===== src/rtl/twi_rate_pkg.sv =====
package twi_rate_pkg;
    localparam int unsigned BIT_TICKS  = 10;
    localparam int unsigned PH_W       = $clog2(BIT_TICKS);
    localparam int unsigned AT_HOLD    = 0;
    localparam int unsigned AT_SHIFT   = 1;
    localparam int unsigned AT_RELEASE = 5;
    localparam int unsigned AT_SAMPLE  = 7;
    localparam int unsigned AT_LAST    = BIT_TICKS - 1;

    typedef enum logic {
        PH_RELEASED = 1'b0,
        PH_HELD     = 1'b1
    } scl_phase_e;
endpackage


===== src/rtl/twi_rate_cfg.sv =====
module twi_rate_cfg #(
    parameter int unsigned MW = 4,
    parameter int unsigned NW = 3,
    localparam int unsigned CW = MW + NW
) (
    input  logic          clk,
    input  logic          rst_n,
    input  logic          clr,
    input  logic          wr,
    input  logic [CW-1:0] wdata,
    input  logic          bnd,
    output logic [MW-1:0] m_o,
    output logic [NW-1:0] n_o
);
    logic [MW-1:0] stg_m;
    logic [NW-1:0] stg_n;
    logic [MW-1:0] wr_m;
    logic [NW-1:0] wr_n;
    logic          load;

    assign wr_m = wdata[CW-1:NW];
    assign wr_n = wdata[NW-1:0];
    assign load = bnd | clr;

    always_ff @(posedge clk) begin
        if (!rst_n) begin
            stg_m <= '0;
            stg_n <= '0;
            m_o   <= '0;
            n_o   <= '0;
        end else begin
            if (wr) begin
                stg_m <= wr_m;
                stg_n <= wr_n;
            end
            if (load) begin
                m_o <= wr ? wr_m : stg_m;
                n_o <= wr ? wr_n : stg_n;
            end
        end
    end

    // active factors move only on a bit boundary or a clear
    p_hold_midbit_r6: assert property (@(posedge clk) disable iff (!rst_n)
        !$past(load) |-> ($stable(m_o) && $stable(n_o)));
endmodule


===== src/rtl/twi_rate_prescale.sv =====
module twi_rate_prescale #(
    parameter int unsigned NW = 3,
    localparam int unsigned PW = 1 << NW
) (
    input  logic          clk,
    input  logic          rst_n,
    input  logic          clr,
    input  logic [NW-1:0] n,
    output logic          pre_en
);
    logic [PW-1:0] pcnt;
    logic [PW-1:0] lim;
    logic [NW:0]   sh;

    assign sh     = {1'b0, n} + 1'b1;
    assign lim    = ~({PW{1'b1}} << sh);
    assign pre_en = (pcnt == lim);

    always_ff @(posedge clk) begin
        if (!rst_n)      pcnt <= '0;
        else if (clr)    pcnt <= '0;
        else if (pre_en) pcnt <= '0;
        else             pcnt <= pcnt + 1'b1;
    end

    // exponent counter never passes its limit
    p_pre_bound_r2: assert property (@(posedge clk) disable iff (!rst_n)
        pcnt <= lim);
endmodule


===== src/rtl/twi_rate_linear.sv =====
module twi_rate_linear #(
    parameter int unsigned MW = 4
) (
    input  logic          clk,
    input  logic          rst_n,
    input  logic          clr,
    input  logic          pre_en,
    input  logic [MW-1:0] m,
    output logic          tick
);
    logic [MW-1:0] mcnt;

    assign tick = pre_en && (mcnt == m);

    always_ff @(posedge clk) begin
        if (!rst_n)      mcnt <= '0;
        else if (clr)    mcnt <= '0;
        else if (pre_en) mcnt <= tick ? '0 : mcnt + 1'b1;
    end

    // linear counter never passes M
    p_lin_bound_r2: assert property (@(posedge clk) disable iff (!rst_n)
        mcnt <= m);
endmodule


===== src/rtl/twi_rate_phase.sv =====
module twi_rate_phase
    import twi_rate_pkg::*;
(
    input  logic clk,
    input  logic rst_n,
    input  logic clr,
    input  logic tick,
    output logic scl_o,
    output logic hold_o,
    output logic shift_o,
    output logic release_o,
    output logic sample_o,
    output logic last_o
);
    localparam logic [PH_W-1:0] K_HOLD    = PH_W'(AT_HOLD);
    localparam logic [PH_W-1:0] K_SHIFT   = PH_W'(AT_SHIFT);
    localparam logic [PH_W-1:0] K_RELEASE = PH_W'(AT_RELEASE);
    localparam logic [PH_W-1:0] K_SAMPLE  = PH_W'(AT_SAMPLE);
    localparam logic [PH_W-1:0] K_LAST    = PH_W'(AT_LAST);

    logic [PH_W-1:0] phc;
    scl_phase_e      state_q;
    scl_phase_e      state_d;

    always_comb begin
        hold_o    = tick && (phc == K_HOLD);
        shift_o   = tick && (phc == K_SHIFT);
        release_o = tick && (phc == K_RELEASE);
        sample_o  = tick && (phc == K_SAMPLE);
        last_o    = tick && (phc == K_LAST);
    end

    always_ff @(posedge clk) begin
        if (!rst_n)    phc <= '0;
        else if (clr)  phc <= '0;
        else if (tick) phc <= (phc == K_LAST) ? '0 : phc + 1'b1;
    end

    always_comb begin
        state_d = state_q;
        unique case (state_q)
            PH_RELEASED: if (hold_o)    state_d = PH_HELD;
            PH_HELD:     if (release_o) state_d = PH_RELEASED;
            default:     state_d = PH_RELEASED;
        endcase
    end

    always_ff @(posedge clk) begin
        if (!rst_n)   state_q <= PH_RELEASED;
        else if (clr) state_q <= PH_RELEASED;
        else          state_q <= state_d;
    end

    always_comb begin
        unique case (state_q)
            PH_HELD: scl_o = 1'b0;
            default: scl_o = 1'b1;
        endcase
    end

    // clock falls only after a hold marker
    p_fall_after_hold_r4: assert property (@(posedge clk) disable iff (!rst_n)
        $fell(scl_o) |-> $past(hold_o));
    // clock rises only after a release marker or a clear
    p_rise_after_release_r4: assert property (@(posedge clk) disable iff (!rst_n)
        $rose(scl_o) |-> ($past(release_o) || $past(clr)));
    // at most one marker per cycle
    p_one_marker_r5: assert property (@(posedge clk) disable iff (!rst_n)
        $onehot0({hold_o, shift_o, release_o, sample_o, last_o}));
    // clear releases the clock next cycle
    p_clr_release_r9: assert property (@(posedge clk) disable iff (!rst_n)
        clr |=> scl_o);
endmodule


===== src/rtl/twi_rate_gen.sv =====
module twi_rate_gen #(
    parameter int unsigned MW = 4,
    parameter int unsigned NW = 3,
    localparam int unsigned CW = MW + NW
) (
    input  logic          clk,
    input  logic          rst_n,
    input  logic          soft_clr,
    input  logic          rate_wr,
    input  logic [CW-1:0] rate_wdata,
    output logic          tick_o,
    output logic          scl_o,
    output logic          hold_o,
    output logic          shift_o,
    output logic          release_o,
    output logic          sample_o,
    output logic          bit_end_o
);
    logic [MW-1:0] act_m;
    logic [NW-1:0] act_n;
    logic          pre_en;

    twi_rate_cfg #(.MW(MW), .NW(NW)) u_cfg (
        .clk(clk), .rst_n(rst_n), .clr(soft_clr), .wr(rate_wr),
        .wdata(rate_wdata), .bnd(bit_end_o), .m_o(act_m), .n_o(act_n)
    );

    twi_rate_prescale #(.NW(NW)) u_pre (
        .clk(clk), .rst_n(rst_n), .clr(soft_clr), .n(act_n), .pre_en(pre_en)
    );

    twi_rate_linear #(.MW(MW)) u_lin (
        .clk(clk), .rst_n(rst_n), .clr(soft_clr), .pre_en(pre_en),
        .m(act_m), .tick(tick_o)
    );

    twi_rate_phase u_ph (
        .clk(clk), .rst_n(rst_n), .clr(soft_clr), .tick(tick_o),
        .scl_o(scl_o), .hold_o(hold_o), .shift_o(shift_o),
        .release_o(release_o), .sample_o(sample_o), .last_o(bit_end_o)
    );

    // every sample tick lines up with an exponent-stage enable
    p_tick_on_pre_r2: assert property (@(posedge clk) disable iff (!rst_n)
        tick_o |-> pre_en);
endmodule


===== config.mk =====
export PLATFORM = sky130hd
export DESIGN_NAME = twi_rate_gen
export DESIGN_NICKNAME = d
export VERILOG_FILES = /design/src/rtl/twi_rate_pkg.sv /design/src/rtl/twi_rate_cfg.sv /design/src/rtl/twi_rate_prescale.sv /design/src/rtl/twi_rate_linear.sv /design/src/rtl/twi_rate_phase.sv /design/src/rtl/twi_rate_gen.sv
export SDC_FILE = /design/constraint.sdc
export NUM_CORES = 1
export LEC_CHECK = 0
export ABC_AREA = 1
export BUFFER_PORTS_ARGS = -buffer_cell sky130_fd_sc_hd__buf_2
export CAP_MARGIN = 15
export CELL_PAD_IN_SITES_DETAIL_PLACEMENT = 1
export CELL_PAD_IN_SITES_GLOBAL_PLACEMENT = 1
export CORE_ASPECT_RATIO = 0.6
export CORE_UTILIZATION = 40
export DETAILED_ROUTE_END_ITERATION = 8
export GPL_ROUTABILITY_DRIVEN = 0
export GPL_TIMING_DRIVEN = 0
export MAX_ROUTING_LAYER = met4
export PLACE_DENSITY_LB_ADDON = 0.1
export SYNTH_ARGS = -nofsm -noshare
export SYNTH_HDL_FRONTEND = slang
export SYNTH_SLANG_ARGS = --single-unit

===== constraint.sdc =====
create_clock -name clk -period 2.5 [get_ports clk]
set_clock_uncertainty 0.1 [all_clocks]
set_input_delay 0.375 -clock clk [delete_from_list [all_inputs] [get_ports clk]]
set_output_delay 0.375 -clock clk [all_outputs]
set_load 0.02 [all_outputs]

; ---- Word-level counts from Yosys, hierarchy flattened
; Cells that the tools add are included.
[word_totals]
regBits = 31
input_bits = 11
out_inout_bits = 7
wordCells = 40
[classes]
addsub = 4
n_eq_ne = 6
shift = 1
muxes = 8
bitwise = 4
reduce_logical = 9
[op_table]
columns = operator, count
row1 = $mux W4, 3
row2 = $add A4 B1 Y4 const B, 2
row3 = $add A8 B1 Y8 const B, 1
row4 = $eq A4 B3 Y1 const B, 2
row5 = $eq A8 B8 Y1, 1
row6 = $not A8 Y8, 1
row7 = $shl A8 B4 Y8 const A, 1
row8 = $logic_and A1 B1 Y1, 6
row9 = $add A3 B1 Y4 const B, 1
row10 = $eq A4 B1 Y1 const B, 1
row11 = $eq A4 B4 Y1, 1
row12 = $eq A4 B4 Y1 const B, 1
row13 = $logic_not A4 Y1, 1
row14 = $mux W1, 3
row15 = $mux W3, 1
row16 = $reduce_or A3 Y1, 1
row17 = $not A1 Y1, 2
row18 = $pmux W1 S2, 1
row19 = $reduce_or A2 Y1, 1
row20 = $or A1 B1 Y1, 1

; ---- Longest topological paths before layout
; Gate-level depths: netlist of the first run.
[logic_depth]
ltp_word = 8
mapped_depth = 13
mapped_depth_nobuf = 13

; ---- By module
; A second synthesis of the first run with hierarchy kept.
[unflattened]
cells_unflattened = 255
area_unflattened_um2 = 1677.9
[by_module_without_submodules]
columns = module, instances, cells_per_inst, area_per_inst_um2, seq_area_each_um2
row1 = twi_rate_cfg, 1, 83, 594.3, 280.3
row2 = twi_rate_prescale, 1, 78, 519.2, 160.2
row3 = twi_rate_linear, 1, 49, 285.3, 80.1
row4 = twi_rate_phase, 1, 45, 279.0, 100.1

; ---- Worst setup path before layout of the first run
; Ideal clock, no wire load.
[synth_path]
path_type = reg2out
from = register u_cfg.n_o[1]
to = output port hold_o
arrival_ps = 2185
t_required_ps = 2025
slack_ps = -160
stages_incl_launch_ff = 12
n_path_buf = 0
path_cell_list = dfxtp_1 -> ha_1 -> ha_1 -> nor2_1 -> nand3b_1 -> nand2_1 -> nand2_2 -> nor2_8 -> nand3_4 -> inv_2 -> nand2_1 -> nor3_1
[synth_between]
elab_chain_len = 6
[synth_lines]
columns = item, line_no
row1 = from (decl), twi_rate_cfg.sv:13  ; output logic [NW-1:0] n_o
row2 = from (signal assigned), twi_rate_cfg.sv:38  ; n_o <= wr ? wr_n : stg_n;
row3 = $add A3 B1 Y4, twi_rate_prescale.sv:15  ; assign sh = {1'b0, n} + 1'b1;
row4 = $shl A8 B4 Y8, twi_rate_prescale.sv:16  ; assign lim = ~({PW{1'b1}} << sh);
row5 = $not A8 Y8, twi_rate_prescale.sv:16
row6 = $eq A8 B8 Y1, twi_rate_prescale.sv:17  ; assign pre_en = (pcnt == lim);
row7 = $logic_and A1 B1 Y1, twi_rate_linear.sv:13  ; assign tick = pre_en && (mcnt == m);
row8 = via tick_o, twi_rate_gen.sv:11  ; output logic tick_o,
row9 = $logic_and A1 B1 Y1, twi_rate_phase.sv:26  ; hold_o = tick && (phc == K_HOLD);
row10 = to (decl), twi_rate_gen.sv:13  ; output logic hold_o,
; The timed path passes the listed nets, and every way through them passes these cells.

; ---- Final worst setup path of the first run
[layout_path]
from = register u_cfg.n_o[1]
to = output port hold_o
[layout_between]
elab_chain_len = 6
[layout_lines]
columns = item, line_no
row1 = $add A3 B1 Y4, twi_rate_prescale.sv:15
row2 = $shl A8 B4 Y8, twi_rate_prescale.sv:16
row3 = $not A8 Y8, twi_rate_prescale.sv:16
row4 = $eq A8 B8 Y1, twi_rate_prescale.sv:17
row5 = $logic_and A1 B1 Y1, twi_rate_linear.sv:13
row6 = $logic_and A1 B1 Y1, twi_rate_phase.sv:26
; No other way between the ends.

==> results of run 1 <==
-- Yosys cell counts, drive strengths merged --
master and number:
nand2 59, inv 41, nor2 33, dfxtp 31, nand3 18, a21oi 14
nor3 9, o21ai 9, xor2 6, xnor2 5, buf 4, ha 4
nand4 3, nor3b 3, nand3b 2, clkbuf 1, nor4 1, o21bai 1
or2 1
-- critical path, delay by kind of cell, from the launching register on --
family / cells / cell delay (ns)
buffers and inverters: 3 / 0.30
adder cells (fa/ha/maj): 2 / 0.45
flip-flops: 1 / 0.36
AND/OR/NAND/NOR: 8 / 0.71
-- routing by layer --
layer,vias to the layer above,global-route usage (%)
li1,847,-
met1,763,27.5
met2,20,33.6
met3,6,5.62
met4,0,6.67
met5,-,-
-- timing repair --
| item | 4_1_cts | 5_1_grt |
|---|---|---|
| pin swaps | 8 | 8 |
| resized for setup | 22 | 13 |
| endpoints found under the setup margin | 6 | 6 |
| setup buffers | 13 | 6 |
-- cells in the final DEF (no fill, tap or decap), types with 3 or more instances in the layout --
master	synthesis	layout
buf_2	0	10
nand2_4	0	3
nor2_1	31	30
a21oi_1	14	14
nand2_2	4	6
buf_4	1	20
xnor2_1	5	5
inv_1	40	38
nand2_1	55	50
dfxtp_1	31	29
nand3_2	3	4
nor3b_1	3	3
xor2_1	6	6
nor3_1	9	7
clkbuf_8	0	6
buf_6	3	8
o21ai_0	9	9
nand3_1	13	12
-- where the power goes --
| group | switching (mW) | internal (mW) |
|---|---|---|
| Clock | 0.195 | 0.322 |
| Sequential | 0.0124 | 0.512 |
| Combinational | 0.112 | 0.0793 |
-- worst max-delay path by stage --
| stage | endpoint | slack, ns | cells past startpoint |
|---|---|---|---|
| after floorplan | hold_o | -0.001 | 11 |
| after CTS | hold_o | -0.03 | 12 |
| after global routing | hold_o | -0.18 | 13 |
| after global placement | hold_o | -0.16 | 12 |
| final | hold_o | -0.09 | 13 |
| after detailed placement | hold_o | -0.18 | 12 |
-- registers in the layout, indices dropped and copies added (netlist names) --
signal,flops
u_pre.pcnt,8
u_cfg.m_o,4
u_cfg.stg_m,4
u_lin.mcnt,4
u_ph.phc,4
u_cfg.n_o,3
u_cfg.stg_n,3
u_ph.state_q,1
-- per-stage QoR --
step                      hold slack (ns)  area (sq um)  util [%]
after floorplan                     0.337          1740         -
after global placement              0.357          1890      45.9
after detailed placement            0.370          1890      45.9
after CTS                           0.226          2190      53.1
after global routing                0.229          2270      55.0
final                               0.229          2270      55.0
-- cell type report --
| class | instances | area [sq um] |
|---|---|---|
| fillers | 538 | 1860 |
| multi-input cells | 168 | 995 |
| flip-flops and latches | 31 | 628 |
| repair buffers | 35 | 260 |
| inverters | 41 | 156 |
| clock buffers | 6 | 82.6 |
| well taps | 60 | 75.1 |
| clock inverters | 2 | 35.0 |
| plain buffers | 4 | 33.8 |
-- cells by family (layout without fill, tap and decap cells) --
kind of cell | after synthesis | count (layout) | share of synthesized area (%)
AOI/OAI and AO/OA | 24 | 24 | 7.10
DFF | 31 | 31 | 35.9
and+or+nand+nor | 129 | 129 | 37.0
buffers and inverters | 46 | 88 | 11.5
xor gates and xnor gates | 11 | 11 | 5.58
adders and majority gates | 4 | 4 | 2.90
==> results.txt, run 1 <==
Max transition margin: 67.0%
r2r setup slk: 0.26 ns
RSZ-0062 raised after global routing: yes
Slew Viols, Final: 0
LEAKAGE: 1.05 nW
final global-route overflow total: 0
row cnt: 18
Port Buffer Count: 16
Netlist Area Pre-Place: 1730 sq um
initial antenna violation count: 0
routed length on met1: 2280 um
status: finished, violations left
Crit. Startpoint: u_cfg.n_o[1]$_SDFFE_PN0P_
Final ANT Viol Nets: 0
Pre-antenna DRT Iters: 4
worst slack at placement: -0.176 ns
setup_tns: -0.273 ns
synth warn: 0
Mean Syn Cell Area: 7.05 sq um
Final Hold Fails: 0
Seq cells post-synth: 31
Slowest cell on crit path: dfxtp_4
fin crit period: 2.59 ns
area leader, netlist: dfxtp_1
Critical Path RT: 2.03 ns
r2r endpoint: u_cfg.m_o[1]$_SDFFE_PN0P_
Worst Reg2Reg Path Length in Cells: 14
routed wl met2: 2200 um
via count: 1636
CP arrival: 2.12 ns
vias in the first global route: 1555
drt initial violations: 29
pin count of the biggest net entering global routing: 11
Yosys cell types: 27
register area share after synthesis: 35.9%
H-Tree Depth: 2
Cell Chain, Critical Path: ha_4, ha_4, inv_2, nand2_2, nand2_2, nand2_2, nand2_4, nor2_8, nand3_4, inv_4, nand2_4, nor3_2, buf_4
cts hold-fix bufs: 0
ANT cells: 0
Worst path most repeated cell: nand2_2
worst vdd ir: 296 uV
failing checks: setup timing
core area: 4120 sq um
first-pass GRT wire length: 7090 um
Avg WL per Cell: 13.5 um
Final Non-Filler Cells: 347
hold depth: 3
layout cell share with drive strength beyond 1: 26.1%
DPL Wire Length: 2920 um
max_cap viols: 0
Hold Startpoint: rst_n
Final setup viols: 5
NumNets Final: 301
io pins: 18
Worst Hold Class: in -> reg
CP max stage delay: 0.36 ns
Crit Path Class: reg -> out
CTS Buf Count: 5
Least-Margin Pin Slew: 0.494 ns
Min-Delay Endpoint: u_cfg.m_o[3]$_SDFFE_PN0P_
Syn Inst Count: 245
total wire length: 4680 um
Skew-Pair Late Insertion Delay: 0.28 ns
area grow syn2layout: 31.2%
# DRC: 0
pwr dens: 544 nW/um^2
final worst path period share: 104%
Critical Path End Type: output port
CTS clk-pin slew, worst paths: 0.07 ns
Worst Slack Setup Final: -0.0944 ns
post-synthesis net count: 260
Pwr Total: 1.23 mW
Root Buffer: clkbuf_8
Routed met3 length: 140 um
TritonCTS clock tree: yes
CTS Sinks: 31
starting density of the core: 41.9%
Max clock buf depth: 2
top routing layer in use: met4
DR vias/cell: 4.71
Reg-to-Reg Start: u_cfg.n_o[1]$_SDFFE_PN0P_
Post-Place Cells: 321
CP startpoint kind: flop
full die area: 4590 sq um
Fmax: 385 MHz
Horiz. Die Dim: 86.8 um
die height: 52.9 um
ranking of synthesized cells by area: dfxtp_1 (36%), nand2_1 (12%), inv_1 (8.7%)
Synth top area share: 35.9%
gr usage total: 21.5%
worst-path fanout max: 4
Power figures use the tool's default switching activity.
==> inputs of run 2 (changes only) <==
CORE_UTILIZATION = 42   (was 40)
REMOVE_ABC_BUFFERS = 1   (was not set)
==> results.txt, run 2 (synthesis results as in run 1) <==
status: finished, violations left
failing checks: setup timing
commonest non-fill, non-tap cell in the layout: nand2_1
pin count of the biggest net entering global routing: 15
Crit. Startpoint: u_cfg.n_o[1]$_SDFFE_PN0P_
CTS Buf Count: 5
final global-route overflow total: 0
r2r endpoint: u_cfg.n_o[0]$_SDFFE_PN0P_
Max transition margin: 62.8%
Final setup viols: 5
Avg WL per Cell: 15.3 um
full die area: 4380 sq um
via count: 1663
first-pass GRT wire length: 7890 um
Reg power frac: 45.9%
fin crit period: 2.61 ns
CP arrival: 2.13 ns
clock share of power: 38.2%
initial antenna violation count: 0
Power Internal: 839 uW
Crit Path Class: reg -> out
Critical Path End: release_o
Skew-Pair Late Insertion Delay: 0.28 ns
Worst Reg2Reg Path Length in Cells: 13
RSZ-0062 raised after global routing: yes
Final ANT Viol Nets: 0
gr usage total: 24.5%
Net Sw Frac: 27.1%
Cell Chain, Critical Path: ha_4, ha_4, nor2_4, nand3b_1, nand2_1, nand2_2, nor2_8, buf_4, buf_4, nand4_1, inv_1, buf_6
area grow syn2layout: 26.2%
Port Buffer Count: 17
LEAKAGE: 1.00 nW
setup_tns: -0.420 ns
Root Buffer: clkbuf_8
Crit path max-delay family: simple AND/OR/NAND/NOR gates
layout cell share with drive strength beyond 1: 23.8%
most frequent cells in the layout: nand2_1 (53), inv_1 (38), nor2_1 (30), dfxtp_1 (28), buf_4 (15)
pwr dens: 527 nW/um^2
starting density of the core: 45.3%
cts hold-fix bufs: 0
Horiz. Die Dim: 84.8 um
ANT cells: 0
die height: 51.7 um
Crit path buffers/inverters: 4
drt initial violations: 36
Slowest cell on crit path: dfxtp_4
final worst path period share: 104%
Comb pwr share: 15.8%
Fmax: 383 MHz
P_sw: 311 uW
hold_ws: 0.290 ns
Reg-to-Reg Start: u_cfg.n_o[1]$_SDFFE_PN0P_
CP max stage delay: 0.36 ns
critical path depth: 12
Critical Path RT: 2.03 ns
CTS Sinks: 31
max FFs per register: 8
H-Tree Depth: 2
max_cap viols: 0
worst vdd ir: 245 uV
NumNets Final: 295
Util after Layout: 57.2%
Least-Margin Pin Slew: 0.554 ns
Final Hold Fails: 0
DPL Wire Length: 3010 um
CP startpoint kind: flop
# DRC: 0
Worst Hold Class: in -> reg
vias in the first global route: 1602
core area: 3810 sq um
Pre-antenna DRT Iters: 4
worst-path fanout max: 3
Slew Viols, Final: 0
r2r setup slk: 0.19 ns
io pins: 18
Largest Register: u_pre.pcnt
Critical Path End Type: output port
row cnt: 17
Worst Slack Setup Final: -0.109 ns
CTS clk-pin slew, worst paths: 0.06 ns
DR vias/cell: 5.07
Max clock buf depth: 2
total wire length: 5020 um
TritonCTS clock tree: yes
[run 2: cell type report]
class	instances	area, sq um
inverter	41	156
clock buffer	8	100
timing repair buffer	33	246
sequential	31	629
tap	47	58.8
multi-input combinational	168	988
fill	504	1630
[run 2: worst min path at each step]
stage,cells after the start,to,start
6_report,3,u_cfg.n_o[2]$_SDFFE_PN0P_,rst_n
3_3_place_gp,2,u_ph.state_q$_SDFF_PP0_,u_ph.state_q$_SDFF_PP0_
4_1_cts,3,u_cfg.n_o[2]$_SDFFE_PN0P_,rst_n
2_1_floorplan,1,u_pre.pcnt[0]$_SDFF_PP0_,u_pre.pcnt[0]$_SDFF_PP0_
3_5_place_dp,2,u_ph.state_q$_SDFF_PP0_,u_ph.state_q$_SDFF_PP0_
5_1_grt,3,u_cfg.n_o[2]$_SDFFE_PN0P_,rst_n
[run 2: routing by layer]
metal  vias to the layer above  routed length [um]  global-route usage (%)
met2                        32                2410                    39.3
met4                         0                  14                    6.78
met1                       797                2440                    31.5
met5                         -                   0                       -
li1                        832                   -                       -
met3                         2                 149                    5.56
[run 2: tightest hold or removal path, delay by kind of cell]
family,cells,cell delay (ns)
buffers and inverters,1,0.15
and+or+nand+nor,2,0.11
[run 2: power groups by stage]
stage / Sequential [mW] / Clock, mW / Combinational, mW
after floorplan: 0.536 / 0 / 0.102
after global placement: 0.540 / 0 / 0.130
after detailed placement: 0.541 / 0 / 0.135
after CTS: 0.528 / 0.450 / 0.167
after global routing: 0.530 / 0.470 / 0.201
final: 0.528 / 0.439 / 0.182
[run 2: through the flow]
| step | total power, mW | setup WS, ns | std cells | area [sq um] |
|---|---|---|---|---|
| floorplan | 0.637 | -0.160 | 240 | 1680 |
| finish | 1.15 | -0.109 | 328 | 2180 |
| CTS | 1.15 | -0.101 | 323 | 2080 |
| detailed placement | 0.677 | -0.285 | 304 | 1830 |
| global placement | 0.670 | -0.191 | 304 | 1830 |
| global route | 1.20 | -0.204 | 328 | 2180 |
[run 2: timing repair]
action                     in CTS  in global routing
setup buffers                  11                  7
setup endpoints to repair       6                  6
pin swaps                       7                  9
resized for setup              18                 18
==> inputs of run 3 (changes only) <==
ABC_AREA = not set   (was 1)
CORE_UTILIZATION = 43   (was 42)
==> results.txt, run 3 <==
NumNets Final: 222
Skew-Pair Late Insertion Delay: 0.30 ns
Netlist Area Pre-Place: 1600 sq um
CP max stage delay: 0.37 ns
Max transition margin: 61.7%
Final setup viols: 15
commonest non-fill, non-tap cell in the layout: dfxtp_1
H-Tree Depth: 2
worst slack at placement: -0.739 ns
Worst Hold Class: in -> reg
Crit path max-delay family: simple AND/OR/NAND/NOR gates
Crit Path Class: reg -> out
worst vdd ir: 490 uV
Final ANT Viol Nets: 0
CTS clk-pin slew, worst paths: 0.06 ns
gr usage total: 26.0%
setup_tns: -3.54 ns
area leader, netlist: dfxtp_1
failing checks: setup timing
TritonCTS clock tree: yes
max FFs per register: 8
final worst path period share: 124%
# DRC: 0
Least-Margin Pin Slew: 0.569 ns
most frequent cells in the layout: dfxtp_1 (28), nor2_1 (17), buf_2 (12), buf_4 (12)
Largest Register: u_pre.pcnt
Worst path most repeated cell: ha_4
CTS Buf Count: 5
die height: 49.3 um
number of flops mapped to enable cells by yosys: 0
area grow syn2layout: 31.0%
synth warn: 0
Final Cell Area: 2100 sq um
Port Buffer Count: 17
full die area: 3980 sq um
Syn Inst Count: 179
LEAKAGE: 0.837 nW
vias in the first global route: 1416
ANT cells: 0
DPL Wire Length: 2670 um
starting density of the core: 47.1%
Pwr Total: 1.10 mW
max_cap viols: 0
Fmax: 324 MHz
most common cell in the netlist: dfxtp_1
layout cell share with drive strength beyond 1: 38.9%
CP startpoint kind: flop
DR vias/cell: 5.90
Slew Viols, Final: 0
Synth top area share: 38.8%
drt initial violations: 83
pwr dens: 526 nW/um^2
Worst Slack Setup Final: -0.589 ns
Slowest cell on crit path: dfxtp_4
RSZ-0062 raised after global routing: yes
CTS Sinks: 31
worst-path fanout max: 5
Yosys cell types: 45
prevailing post-synth register cell: dfxtp_1
Root Buffer: clkbuf_8
Post-synth top cells: dfxtp_1 (31), nor2_1 (23), nand3_1 (11), mux2i_1 (10), xor2_1 (10)
register area share after synthesis: 38.7%
placement-stage cell area: 1690 sq um
Crit path buffers/inverters: 2
Critical Path RT: 2.03 ns
Util after Layout: 61.7%
Final Hold Fails: 0
Horiz. Die Dim: 80.8 um
final global-route overflow total: 0
Cell Chain, Critical Path: ha_4, ha_4, inv_2, o21ai_2, a32oi_2, or3_1, or2_4, nor2_4, nor4b_4, buf_4
pin count of the biggest net entering global routing: 15
via count: 1492
ranking of synthesized cells by area: dfxtp_1 (39%), mux2i_1 (6.3%), xor2_1 (5.5%)
status: finished, violations left
core area: 3400 sq um
CP arrival: 2.61 ns
row cnt: 16
cts hold-fix bufs: 0
Critical Path End Type: output port
first-pass GRT wire length: 7210 um
Avg WL per Cell: 21.0 um
ys async rst share: 0%
io pins: 18
initial antenna violation count: 0
fin crit period: 3.09 ns
Pre-antenna DRT Iters: 4
Mean Syn Cell Area: 8.95 sq um
total wire length: 5310 um
Seq cells post-synth: 31
Max clock buf depth: 2
[run 3: cell type report]
type	instances	area [sq um]
fill	393	1310
multi-input combinational	131	1070
sequential	31	629
timing repair buffer	31	229
clock buffer	6	72.6
tap	45	56.3
inverter	7	28.8
clock inverter	2	12.5
[run 3: cell families (layout without fill, tap and decap cells)]
| kind of cell | after synthesis | after routing | share of synthesized area (%) |
|---|---|---|---|
| simple gates | 76 | 76 | 26.2 |
| flops | 31 | 31 | 38.8 |
| compound gates | 24 | 25 | 12.2 |
| buf+inv | 18 | 46 | 4.76 |
| xor+xnor | 16 | 16 | 8.75 |
| mux | 10 | 10 | 6.25 |
| fa+ha+maj | 4 | 4 | 3.13 |
[run 3: worst paths after layout]
check / end / from / slack [ns] / cells after the start
worst max-delay path: hold_o / u_cfg.n_o[0]$_SDFFE_PN0P_ / -0.59 / 10
worst min-delay path: u_cfg.stg_n[2]$_SDFF_PN0_ / rate_wdata[2] / 0.25 / 3
worst max register to register: u_lin.mcnt[3]$_SDFFE_PP0P_ / u_cfg.n_o[0]$_SDFFE_PN0P_ / -0.14 / 13
worst min register to register: u_cfg.stg_n[2]$_SDFF_PN0_ / u_cfg.stg_n[2]$_SDFF_PN0_ / 0.40 / 2
[run 3: through the flow]
step,hold WS (ns),std cells
floorplan,0.357,168
global placement,0.383,230
detailed placement,0.391,230
CTS,0.253,248
global route,0.280,253
finish,0.248,253
[run 3: per-layer routing]
metal	up-vias	GRT usage, %	part of all wire, %
met5	-	-	0
met4	0	15.8	4.6
met3	24	6.54	5.7
met2	47	36.0	45
met1	732	33.9	45
li1	689	-	-
[run 3: repair_timing]
item | CTS | global route
pin swaps | 8 | 23
setup buffers | 10 | 4
setup endpoints to repair | 30 | 28
cloned | 0 | 1
gates resized for setup | 27 | 25
[run 3: tightest hold or removal path, delay by kind of cell]
family	cells	cell delay [ns]
simple gates	1	0.08
buf+inv	1	0.08
mux	1	0.08
[run 3: report_power, final]
part / internal, mW / switching [mW]
clock: 0.194 / 0.203
combinational: 0.0816 / 0.0967
sequential: 0.509 / 0.0183
total: 0.785 / 0.318
